## src/rtl/hiccup_pkg.sv

```systemverilog
package hiccup_pkg;
  typedef enum logic [1:0] {
    ST_IDLE  = 2'd0,
    ST_RUN   = 2'd1,
    ST_REST  = 2'd2,
    ST_PROBE = 2'd3
  } hic_state_t;
endpackage

```

## src/rtl/hiccup_debounce.sv

```systemverilog
module hiccup_debounce #(
  parameter int DEB_LEN = 4
) (
  input  logic clk,
  input  logic rst_n,
  input  logic clr_i,
  input  logic ovl_i,
  output logic det_o
);
  localparam int W = $clog2(DEB_LEN + 1);
  localparam logic [W-1:0] FULL = W'(DEB_LEN);

  logic [W-1:0] run_q, run_d;

  always_comb begin
    if (clr_i || !ovl_i) run_d = '0;
    else if (run_q == FULL) run_d = run_q;
    else run_d = run_q + 1'b1;
  end

  always_ff @(posedge clk or negedge rst_n) begin
    if (!rst_n) run_q <= '0;
    else        run_q <= run_d;
  end

  assign det_o = (run_q == FULL);
endmodule

```

## src/rtl/hiccup_timer.sv

```systemverilog
module hiccup_timer #(
  parameter int CLKS_PER_MS = 125000,
  parameter int OFF_MS      = 900,
  parameter int ON_MS       = 20
) (
  input  logic clk,
  input  logic rst_n,
  input  logic clr_i,
  input  logic start_i,
  input  logic long_i,
  output logic done_o
);
  localparam int MAXMS = (OFF_MS > ON_MS) ? OFF_MS : ON_MS;
  localparam int PW = (CLKS_PER_MS > 1) ? $clog2(CLKS_PER_MS) : 1;
  localparam int MW = (MAXMS > 1) ? $clog2(MAXMS) : 1;
  localparam logic [PW-1:0] P_LAST   = PW'(CLKS_PER_MS - 1);
  localparam logic [MW-1:0] M_LAST_L = MW'(OFF_MS - 1);
  localparam logic [MW-1:0] M_LAST_S = MW'(ON_MS - 1);

  logic [PW-1:0] pre_q, pre_d;
  logic [MW-1:0] ms_q, ms_d;
  logic          run_q, run_d;
  logic          pre_wrap;
  logic [MW-1:0] ms_last;

  assign pre_wrap = (pre_q == P_LAST);
  assign ms_last  = long_i ? M_LAST_L : M_LAST_S;
  assign done_o   = run_q && pre_wrap && (ms_q == ms_last);

  always_comb begin
    pre_d = pre_q;
    ms_d  = ms_q;
    run_d = run_q;
    if (clr_i) begin
      run_d = 1'b0;
    end else if (start_i) begin
      run_d = 1'b1;
      pre_d = '0;
      ms_d  = '0;
    end else if (run_q) begin
      if (done_o) run_d = 1'b0;
      if (pre_wrap) begin
        pre_d = '0;
        ms_d  = ms_q + 1'b1;
      end else begin
        pre_d = pre_q + 1'b1;
      end
    end
  end

  always_ff @(posedge clk or negedge rst_n) begin
    if (!rst_n) begin
      pre_q <= '0;
      ms_q  <= '0;
      run_q <= 1'b0;
    end else begin
      pre_q <= pre_d;
      ms_q  <= ms_d;
      run_q <= run_d;
    end
  end
endmodule

```

## src/rtl/hiccup_status.sv

```systemverilog
module hiccup_status (
  input  logic clk,
  input  logic rst_n,
  input  logic set_i,
  input  logic rd_i,
  input  logic fault_i,
  output logic flag_o
);
  logic flag_q, flag_d;

  always_comb begin
    flag_d = flag_q;
    if (set_i)                 flag_d = 1'b1;
    else if (rd_i && !fault_i) flag_d = 1'b0;
  end

  always_ff @(posedge clk or negedge rst_n) begin
    if (!rst_n) flag_q <= 1'b0;
    else        flag_q <= flag_d;
  end

  assign flag_o = flag_q;
endmodule

```

## src/rtl/hiccup_guard.sv

```systemverilog
module hiccup_guard
  import hiccup_pkg::*;
#(
  parameter int CLKS_PER_MS = 125000,
  parameter int OFF_MS      = 900,
  parameter int ON_MS       = 20,
  parameter int DEB_LEN     = 4
) (
  input  logic clk,
  input  logic rst_n,
  input  logic en_i,
  input  logic static_lim_i,
  input  logic ovl_i,
  input  logic stat_rd_i,
  output logic out_en_o,
  output logic ovl_stat_o
);
  hic_state_t st_q, st_d;
  logic ovl_det;
  logic tmr_done;
  logic tmr_start;
  logic deb_clr;
  logic live;

  assign live    = (st_q == ST_RUN) || (st_q == ST_PROBE);
  assign deb_clr = !en_i || (st_q == ST_IDLE) || (st_q == ST_REST);

  hiccup_debounce #(.DEB_LEN(DEB_LEN)) u_deb (
    .clk(clk), .rst_n(rst_n), .clr_i(deb_clr), .ovl_i(ovl_i), .det_o(ovl_det)
  );

  hiccup_timer #(.CLKS_PER_MS(CLKS_PER_MS), .OFF_MS(OFF_MS), .ON_MS(ON_MS)) u_tmr (
    .clk(clk), .rst_n(rst_n), .clr_i(!en_i), .start_i(tmr_start),
    .long_i(st_q == ST_REST), .done_o(tmr_done)
  );

  hiccup_status u_stat (
    .clk(clk), .rst_n(rst_n), .set_i(en_i && live && ovl_det),
    .rd_i(stat_rd_i), .fault_i(ovl_i), .flag_o(ovl_stat_o)
  );

  always_comb begin
    st_d      = st_q;
    tmr_start = 1'b0;
    if (!en_i) begin
      st_d = ST_IDLE;
    end else begin
      case (st_q)
        ST_IDLE: st_d = ST_RUN;
        ST_RUN: begin
          if (ovl_det && !static_lim_i) begin
            st_d      = ST_REST;
            tmr_start = 1'b1;
          end
        end
        ST_REST: begin
          if (tmr_done) begin
            st_d      = ST_PROBE;
            tmr_start = 1'b1;
          end
        end
        ST_PROBE: begin
          if (tmr_done) begin
            if (ovl_det) begin
              st_d      = ST_REST;
              tmr_start = 1'b1;
            end else begin
              st_d = ST_RUN;
            end
          end
        end
        default: st_d = ST_IDLE;
      endcase
    end
  end

  always_ff @(posedge clk or negedge rst_n) begin
    if (!rst_n) st_q <= ST_IDLE;
    else        st_q <= st_d;
  end

  assign out_en_o = en_i && live;
endmodule

```

## config.mk

```make
export PLATFORM = sky130hd
export DESIGN_NAME = hiccup_guard
export DESIGN_NICKNAME = d
export VERILOG_FILES = /design/src/rtl/hiccup_pkg.sv /design/src/rtl/hiccup_debounce.sv /design/src/rtl/hiccup_timer.sv /design/src/rtl/hiccup_status.sv /design/src/rtl/hiccup_guard.sv
export SDC_FILE = /design/constraint.sdc
export NUM_CORES = 1
export LEC_CHECK = 0
export ABC_AREA = 1
export BUFFER_PORTS_ARGS = -buffer_cell sky130_fd_sc_hd__buf_2
export CORE_UTILIZATION = 50
export DETAILED_ROUTE_END_ITERATION = 6
export PLACE_DENSITY = 0.71
export SLEW_MARGIN = 20
export SYNTH_ARGS = -nofsm -noshare
export SYNTH_HDL_FRONTEND = slang
export SYNTH_SLANG_ARGS = --single-unit
```

## constraint.sdc

```tcl
create_clock -name clk -period 1.6 [get_ports clk]
set_input_delay 0.08 -clock clk [delete_from_list [all_inputs] [get_ports clk]]
set_output_delay 0.08 -clock clk [all_outputs]
set_load 0.005 [all_outputs]
```

[After elaboration in Yosys (flattened, before gate mapping)]
Cells that the tools add are included.
Storage, ports and cells
  bits of input ports: 6
  register bits: 34
  logic and storage cells: 66
  output and inout port bits: 2
Operators by class
  multiplexer cells: 27
  add/sub/neg operators: 3
  eq/ne operators: 10
  reductions and logical operators: 20
Operators by type and width (number)
  17-bit 2-to-1 mux: 3
  10-bit 2-to-1 mux: 4
  17-bit by 1-bit adder with 17-bit output (second input constant): 1
  17-bit == test (second input constant): 1
  1-bit 2-to-1 mux: 11
  10-bit by 1-bit adder with 10-bit output (second input constant): 1
  10-bit == test: 1
  2-bit 2-to-1 mux: 5
  2-bit case mux with 4 select lines: 1
  1-bit logical AND: 6
  3-bit 2-to-1 mux: 2
  3-bit inequality test (second input constant): 2
  3-bit AND reduction: 2
  2-bit nonzero test: 3
  2-bit == test (second input constant): 2
  1-bit logical OR: 4
  3-bit by 1-bit adder with 3-bit output (second input constant): 1
  3-bit == test (second input constant): 1
  1-bit logical NOT: 3
  3-bit by 2-bit inequality test with 1-bit output (second input constant): 1
  1-bit case mux with 3 select lines: 1
  2-bit by 1-bit == test with 1-bit output (second input constant): 1
  2-bit logical NOT: 1
  2-bit by 1-bit inequality test with 1-bit output (second input constant): 1
  2-bit AND reduction: 1

[Longest topological paths before layout]
  depth after elaboration: 9
  gate-level depth with buffers: 11
  mapped depth without buffers: 10

[Modules after synthesis]
From an unflattened synthesis, not the netlist that was laid out.
Second synthesis, totals
  cells, all modules: 304
  area total of the unflattened synthesis: 2137.0 µm²
By module, submodules not included
  hiccup_timer: sequential area each 700.7 µm², area an instance 1694.1 µm², cells an instance 237, instances 1
  hiccup_debounce: sequential area each 75.1 µm², area an instance 209.0 µm², cells an instance 27, instances 1
  hiccup_guard: sequential area each 50.0 µm², area an instance 190.2 µm², cells an instance 34, instances 1
  hiccup_status: sequential area each 25.0 µm², area an instance 43.8 µm², cells an instance 6, instances 1

[Worst setup path after synthesis]
Ideal clock, no wire load.
  kind: register to register
  from: reg u_deb.run_q[0]
  to: reg u_tmr.ms_q[4]
  arrival: 1520 ps
  cell stages (with the launch flop): 12
  library setup time: 124 ps
  path buffers: 1
  clock period less this slack: 1644 ps
  data required time: 1476 ps
  setup slack: -44 ps
  cell sequence: dfrtp_1 > inv_1 > ha_1 > nand2_2 > or2_4 > nor2_4 > nor2_1 > nor2_4 > nand2_4 > buf_4 > nand4_1 > nand2_1
On the way
  cells in the longest elaborated chain, start to end: 7
  elaborated cells between the ends (all ways): 11
  classes of those cells: 1 x eq/ne; 6 x mux; 4 x reduce/logical
RTL lines
  from (decl): line hiccup_debounce.sv:13  | logic [W-1:0] run_q, run_d;
  from (signal assigned): line hiccup_debounce.sv:23  | else run_q <= run_d;
  3-bit == test (*): line hiccup_debounce.sv:26  | assign det_o = (run_q == FULL);
  1-bit 2-to-1 mux or 1-bit logical AND (tied branches): line hiccup_guard.sv:64, hiccup_guard.sv:51
  1-bit 2-to-1 mux, on equally long branches: line hiccup_guard.sv:63, hiccup_guard.sv:51
  1-bit case mux with 3 select lines (*): line hiccup_guard.sv:48  | case (st_q)
  1-bit 2-to-1 mux (*): line hiccup_guard.sv:45  | if (!en_i) begin
  2-bit nonzero test (no source line)
  3-bit AND reduction (no source line)
  to (signal assigned): line hiccup_timer.sv:58  | ms_q <= ms_d;
  to (decl): line hiccup_timer.sv:21  | logic [MW-1:0] ms_q, ms_d;
Every way passes the cells marked *; elsewhere a longest branch is shown, timed or not.
A chain may end at the register's enable or synchronous reset.

[Worst setup path in the final report]
  from: reg u_deb.run_q[0]
  to: reg u_tmr.pre_q[7]
On the way
  cells in the longest elaborated chain, start to end: 7
  elaborated cells between the ends (all ways): 10
  classes of those cells: 1 x eq/ne; 6 x mux; 3 x reduce/logical
RTL lines
  3-bit == test (*): line hiccup_debounce.sv:26
  1-bit 2-to-1 mux or 1-bit logical AND (tied branches): line hiccup_guard.sv:64, hiccup_guard.sv:51
  1-bit 2-to-1 mux, on equally long branches: line hiccup_guard.sv:63, hiccup_guard.sv:51
  1-bit case mux with 3 select lines (*): line hiccup_guard.sv:48
  1-bit 2-to-1 mux (*): line hiccup_guard.sv:45
  2-bit nonzero test (no source line)
  2-bit AND reduction (no source line)
  to (signal assigned): line hiccup_timer.sv:57  | pre_q <= pre_d;
  to (decl): line hiccup_timer.sv:20  | logic [PW-1:0] pre_q, pre_d;
Marks and branches as above.

==> impl_metrics.json <==
{
  "vias": 2367,
  "wl_met3_microns": 241,
  "clock_latency_ns": 0.29,
  "p_leak_nw": 1.574,
  "ir_worst_vdd_mv": 0.4947,
  "instances_no_fill": 428,
  "worst_slew_pin_slew_ns": 0.5063,
  "required_ns": 1.76,
  "synthCells": 313,
  "path_cells": "inv_2 > ha_4 > nand2_4 > or2_4 > nor2_4 > nor2_4 > nor2_4 > nand2_4 > nand2_2 > buf_4 > o21ai_0",
  "antenna_found_initial": 0,
  "first_global_vias": 2226,
  "totalWireLength_microns": 5881,
  "synthesis.nets": 323,
  "io_pins": 8,
  "drv_cap": 0,
  "finalCoreUtilization_pct": 67.15,
  "dp_cells": 409,
  "initial_core_util_pct": 52.40,
  "setup_viol": 28,
  "r2r-start": "u_deb.run_q[0]",
  "route.met2.wl_microns": 2725,
  "dp_hpwl_microns": 4225,
  "drive_gt1_share_pct": 23.67,
  "start_kind": "register",
  "syn_area_per_cell_sq_um": 7.339,
  "cts_htree_levels": 2,
  "wirelength_met1_microns": 2866,
  "ys_seq_elements": 34,
  "violations": "negative setup slack",
  "p_per_area_mw_per_mm2": 553.8,
  "final.min_clock_period_ns": 1.739,
  "numCtsBuffers": 5,
  "hold_start": "ovl_i",
  "grt_max_degree": 24,
  "crit_cells": 11,
  "syn_to_final_growth_pct": 28.16,
  "r2r_slack_ns": -0.14,
  "seq_area_frac_synth_pct": 37.04,
  "ant_nets": 0,
  "synth.distinct_cells": 29,
  "overflow": 0,
  "drtIter0Drc": 195,
  "slew_viol_final": 0,
  "die_w_microns": 69.78,
  "top_layer": "met4",
  "core_area_sq_mm": 0.004384,
  "max_stage_delay_ns": 0.40,
  "syn_area_sq_mm": 0.002297,
  "whs_path_depth": 3,
  "hold_path_end": "u_stat.flag_o",
  "clkTransAtPathRegs_ns": 0.08,
  "end_kind": "register",
  "grt_use_total_pct": 25.62,
  "drc": 0,
  "crit_arrival_ns": 1.90,
  "nets": 385,
  "reg2reg_to": "u_tmr.pre_q[7]",
  "drt-vias-per-instance": 5.530,
  "die_area_sq_mm": 0.004869,
  "fmax_ghz": 0.5750,
  "gp_congestion": 0.8698,
  "slowest_stage": "dfrtp_1",
  "status": "finished, violations left",
  "grt_setup_unrepaired": "yes",
  "reg2regPathDepth": 11,
  "finalHoldViolCount": 0,
  "hp-class": "in -> reg",
  "final_area_sq_mm": 0.002944,
  "cp_num_buf_inv": 2,
  "postPlaceCellArea_sq_mm": 0.002704,
  "slew-limit-headroom_pct": 65.99,
  "clockBufferDepth": 2,
  "crit_fanout": 6,
  "total_power_mw": 1.630,
  "fin_crit_sh_pct": 108.7,
  "dr.pass1.iters": 6,
  "cp_top_family": "simple AND/OR/NAND/NOR gates",
  "cts_sinks": 34,
  "crit_type": "reg -> reg",
  "rows": 24,
  "path_common_cell": "nor2_4",
  "grt_pass1_wl_microns": 10110,
  "yosysWarningCount": 0,
  "fin_ws_ns": -0.1392,
  "root_buffer": "clkbuf_8",
  "fin_skew_ns": 0.01107,
  "diodes": 0,
  "wl_per_cell_microns": 13.74,
  "cts_tree": "built",
  "io_buffers": 7,
  "die_height_microns": 69.78
}
[placed cells by master, fill, tap and decap left out, types with 9 or more instances in the layout]
| cell type | count |
|---|---|
| nand2_1 | 63 |
| buf_4 | 51 |
| inv_1 | 38 |
| dfrtp_1 | 34 |
| nand3_1 | 30 |
| nor2_1 | 26 |
| nand4_1 | 22 |
| xor2_1 | 17 |
| o211ai_1 | 11 |
| o21ai_1 | 10 |
| o21ai_0 | 9 |
| nor3_1 | 9 |
[tightest hold or removal path: stages]
cell and delay (ns):
buf_2 0.09, o21ai_0 0.08, o21ai_0 0.07
[stage by stage]
| stage | TNS, ns | hold WS (ns) | worst slack, ns |
|---|---|---|---|
| final | -3.142 | 0.05673 | -0.1392 |
| after global routing | -5.893 | 0.1031 | -0.2466 |
| after CTS | -2.298 | 0.05654 | -0.1117 |
| after detailed placement | -2.727 | -0.01170 | -0.1501 |
| after global placement | -1.835 | -0.01324 | -0.08668 |
| after floorplan | -0.6807 | -0.2156 | -0.03761 |
[repair_timing]
item,in CTS,in global routing
resized for setup,13,7
endpoints found under the setup margin,28,30
setup buffers,4,2
hold buffers,1,0
endpoints found under the hold margin,34,0
pin swaps,0,3
gates cloned,2,2
[state kept, by name, summed over array words and instances, names as in the netlist]
signal,cells
u_tmr.ms_q,10
st_q,2
u_stat.flag_o,1
u_deb.run_q,3
u_tmr.pre_q,17
u_tmr.run_q,1
[where the power goes]
part / internal [mW] / leakage (nW) / total (mW) / switching (mW)
logic: 0.0353 / 1.12 / 0.0900 / 0.0547
registers: 0.866 / 0.410 / 0.876 / 0.00996
clock network: 0.348 / 0.0482 / 0.664 / 0.317
[metal layers]
| metal | GRT usage (%) | vias to the layer above |
|---|---|---|
| met3 | 4.070 | 6 |
| met2 | 40.81 | 67 |
| li1 | - | 1166 |
| met1 | 36.20 | 1128 |
| met4 | 6.667 | 0 |
| met5 | 0 | - |
[how the worst max path moves through the flow]
stage	from	endpoint	slack (ns)
floorplan	u_deb.run_q[0]	u_tmr.ms_q[0]	-0.04
global placement	u_tmr.pre_q[0]	u_tmr.pre_q[7]	-0.09
detailed placement	u_deb.run_q[1]	u_tmr.pre_q[7]	-0.15
CTS	u_deb.run_q[0]	u_tmr.pre_q[14]	-0.11
global route	u_deb.run_q[1]	u_tmr.ms_q[8]	-0.25
finish	u_deb.run_q[0]	u_tmr.pre_q[7]	-0.14
[synthesized netlist by cell type, drive strengths merged]
library cell | n | area share, %
nand2 | 67 | 11
inv | 41 | 6.7
dfrtp | 34 | 37
nand3 | 31 | 6.8
nor2 | 30 | 5.6
nand4 | 22 | 6.0
o21ai | 19 | 4.1
xor2 | 17 | 6.5
o211ai | 11 | 3.6
buf | 9 | 2.8
nor3 | 9 | 2.0
nand3b | 6 | 2.0
ha | 4 | 2.2
a21oi | 3 | 0.65
clkbuf | 3 | 0.49
a21boi | 1 | 0.33
and2 | 1 | 0.27
clkinv | 1 | 0.16
o21bai | 1 | 0.33
o31ai | 1 | 0.33
or2 | 1 | 0.38
xnor2 | 1 | 0.38
[area by class of cell]
| type | count | area (sq um) |
|---|---|---|
| clock inverter | 1 | 5.005 |
| inverter | 42 | 157.7 |
| timing repair buffer | 66 | 509.2 |
| tap | 52 | 65.06 |
| clock buffer | 7 | 86.33 |
| multi-input combinational | 226 | 1270 |
| fill | 381 | 1440 |
| sequential | 34 | 850.8 |
[logic make-up after synthesis]
kind of cell	share of synthesized area, %
AOI/OAI and AO/OA	9.368
xor gates and xnor gates	6.863
buffers and inverters	10.18
DFF	37.04
and+or+nand+nor	34.37
adders and majority gates	2.179
Power figures use the tool's default switching activity.
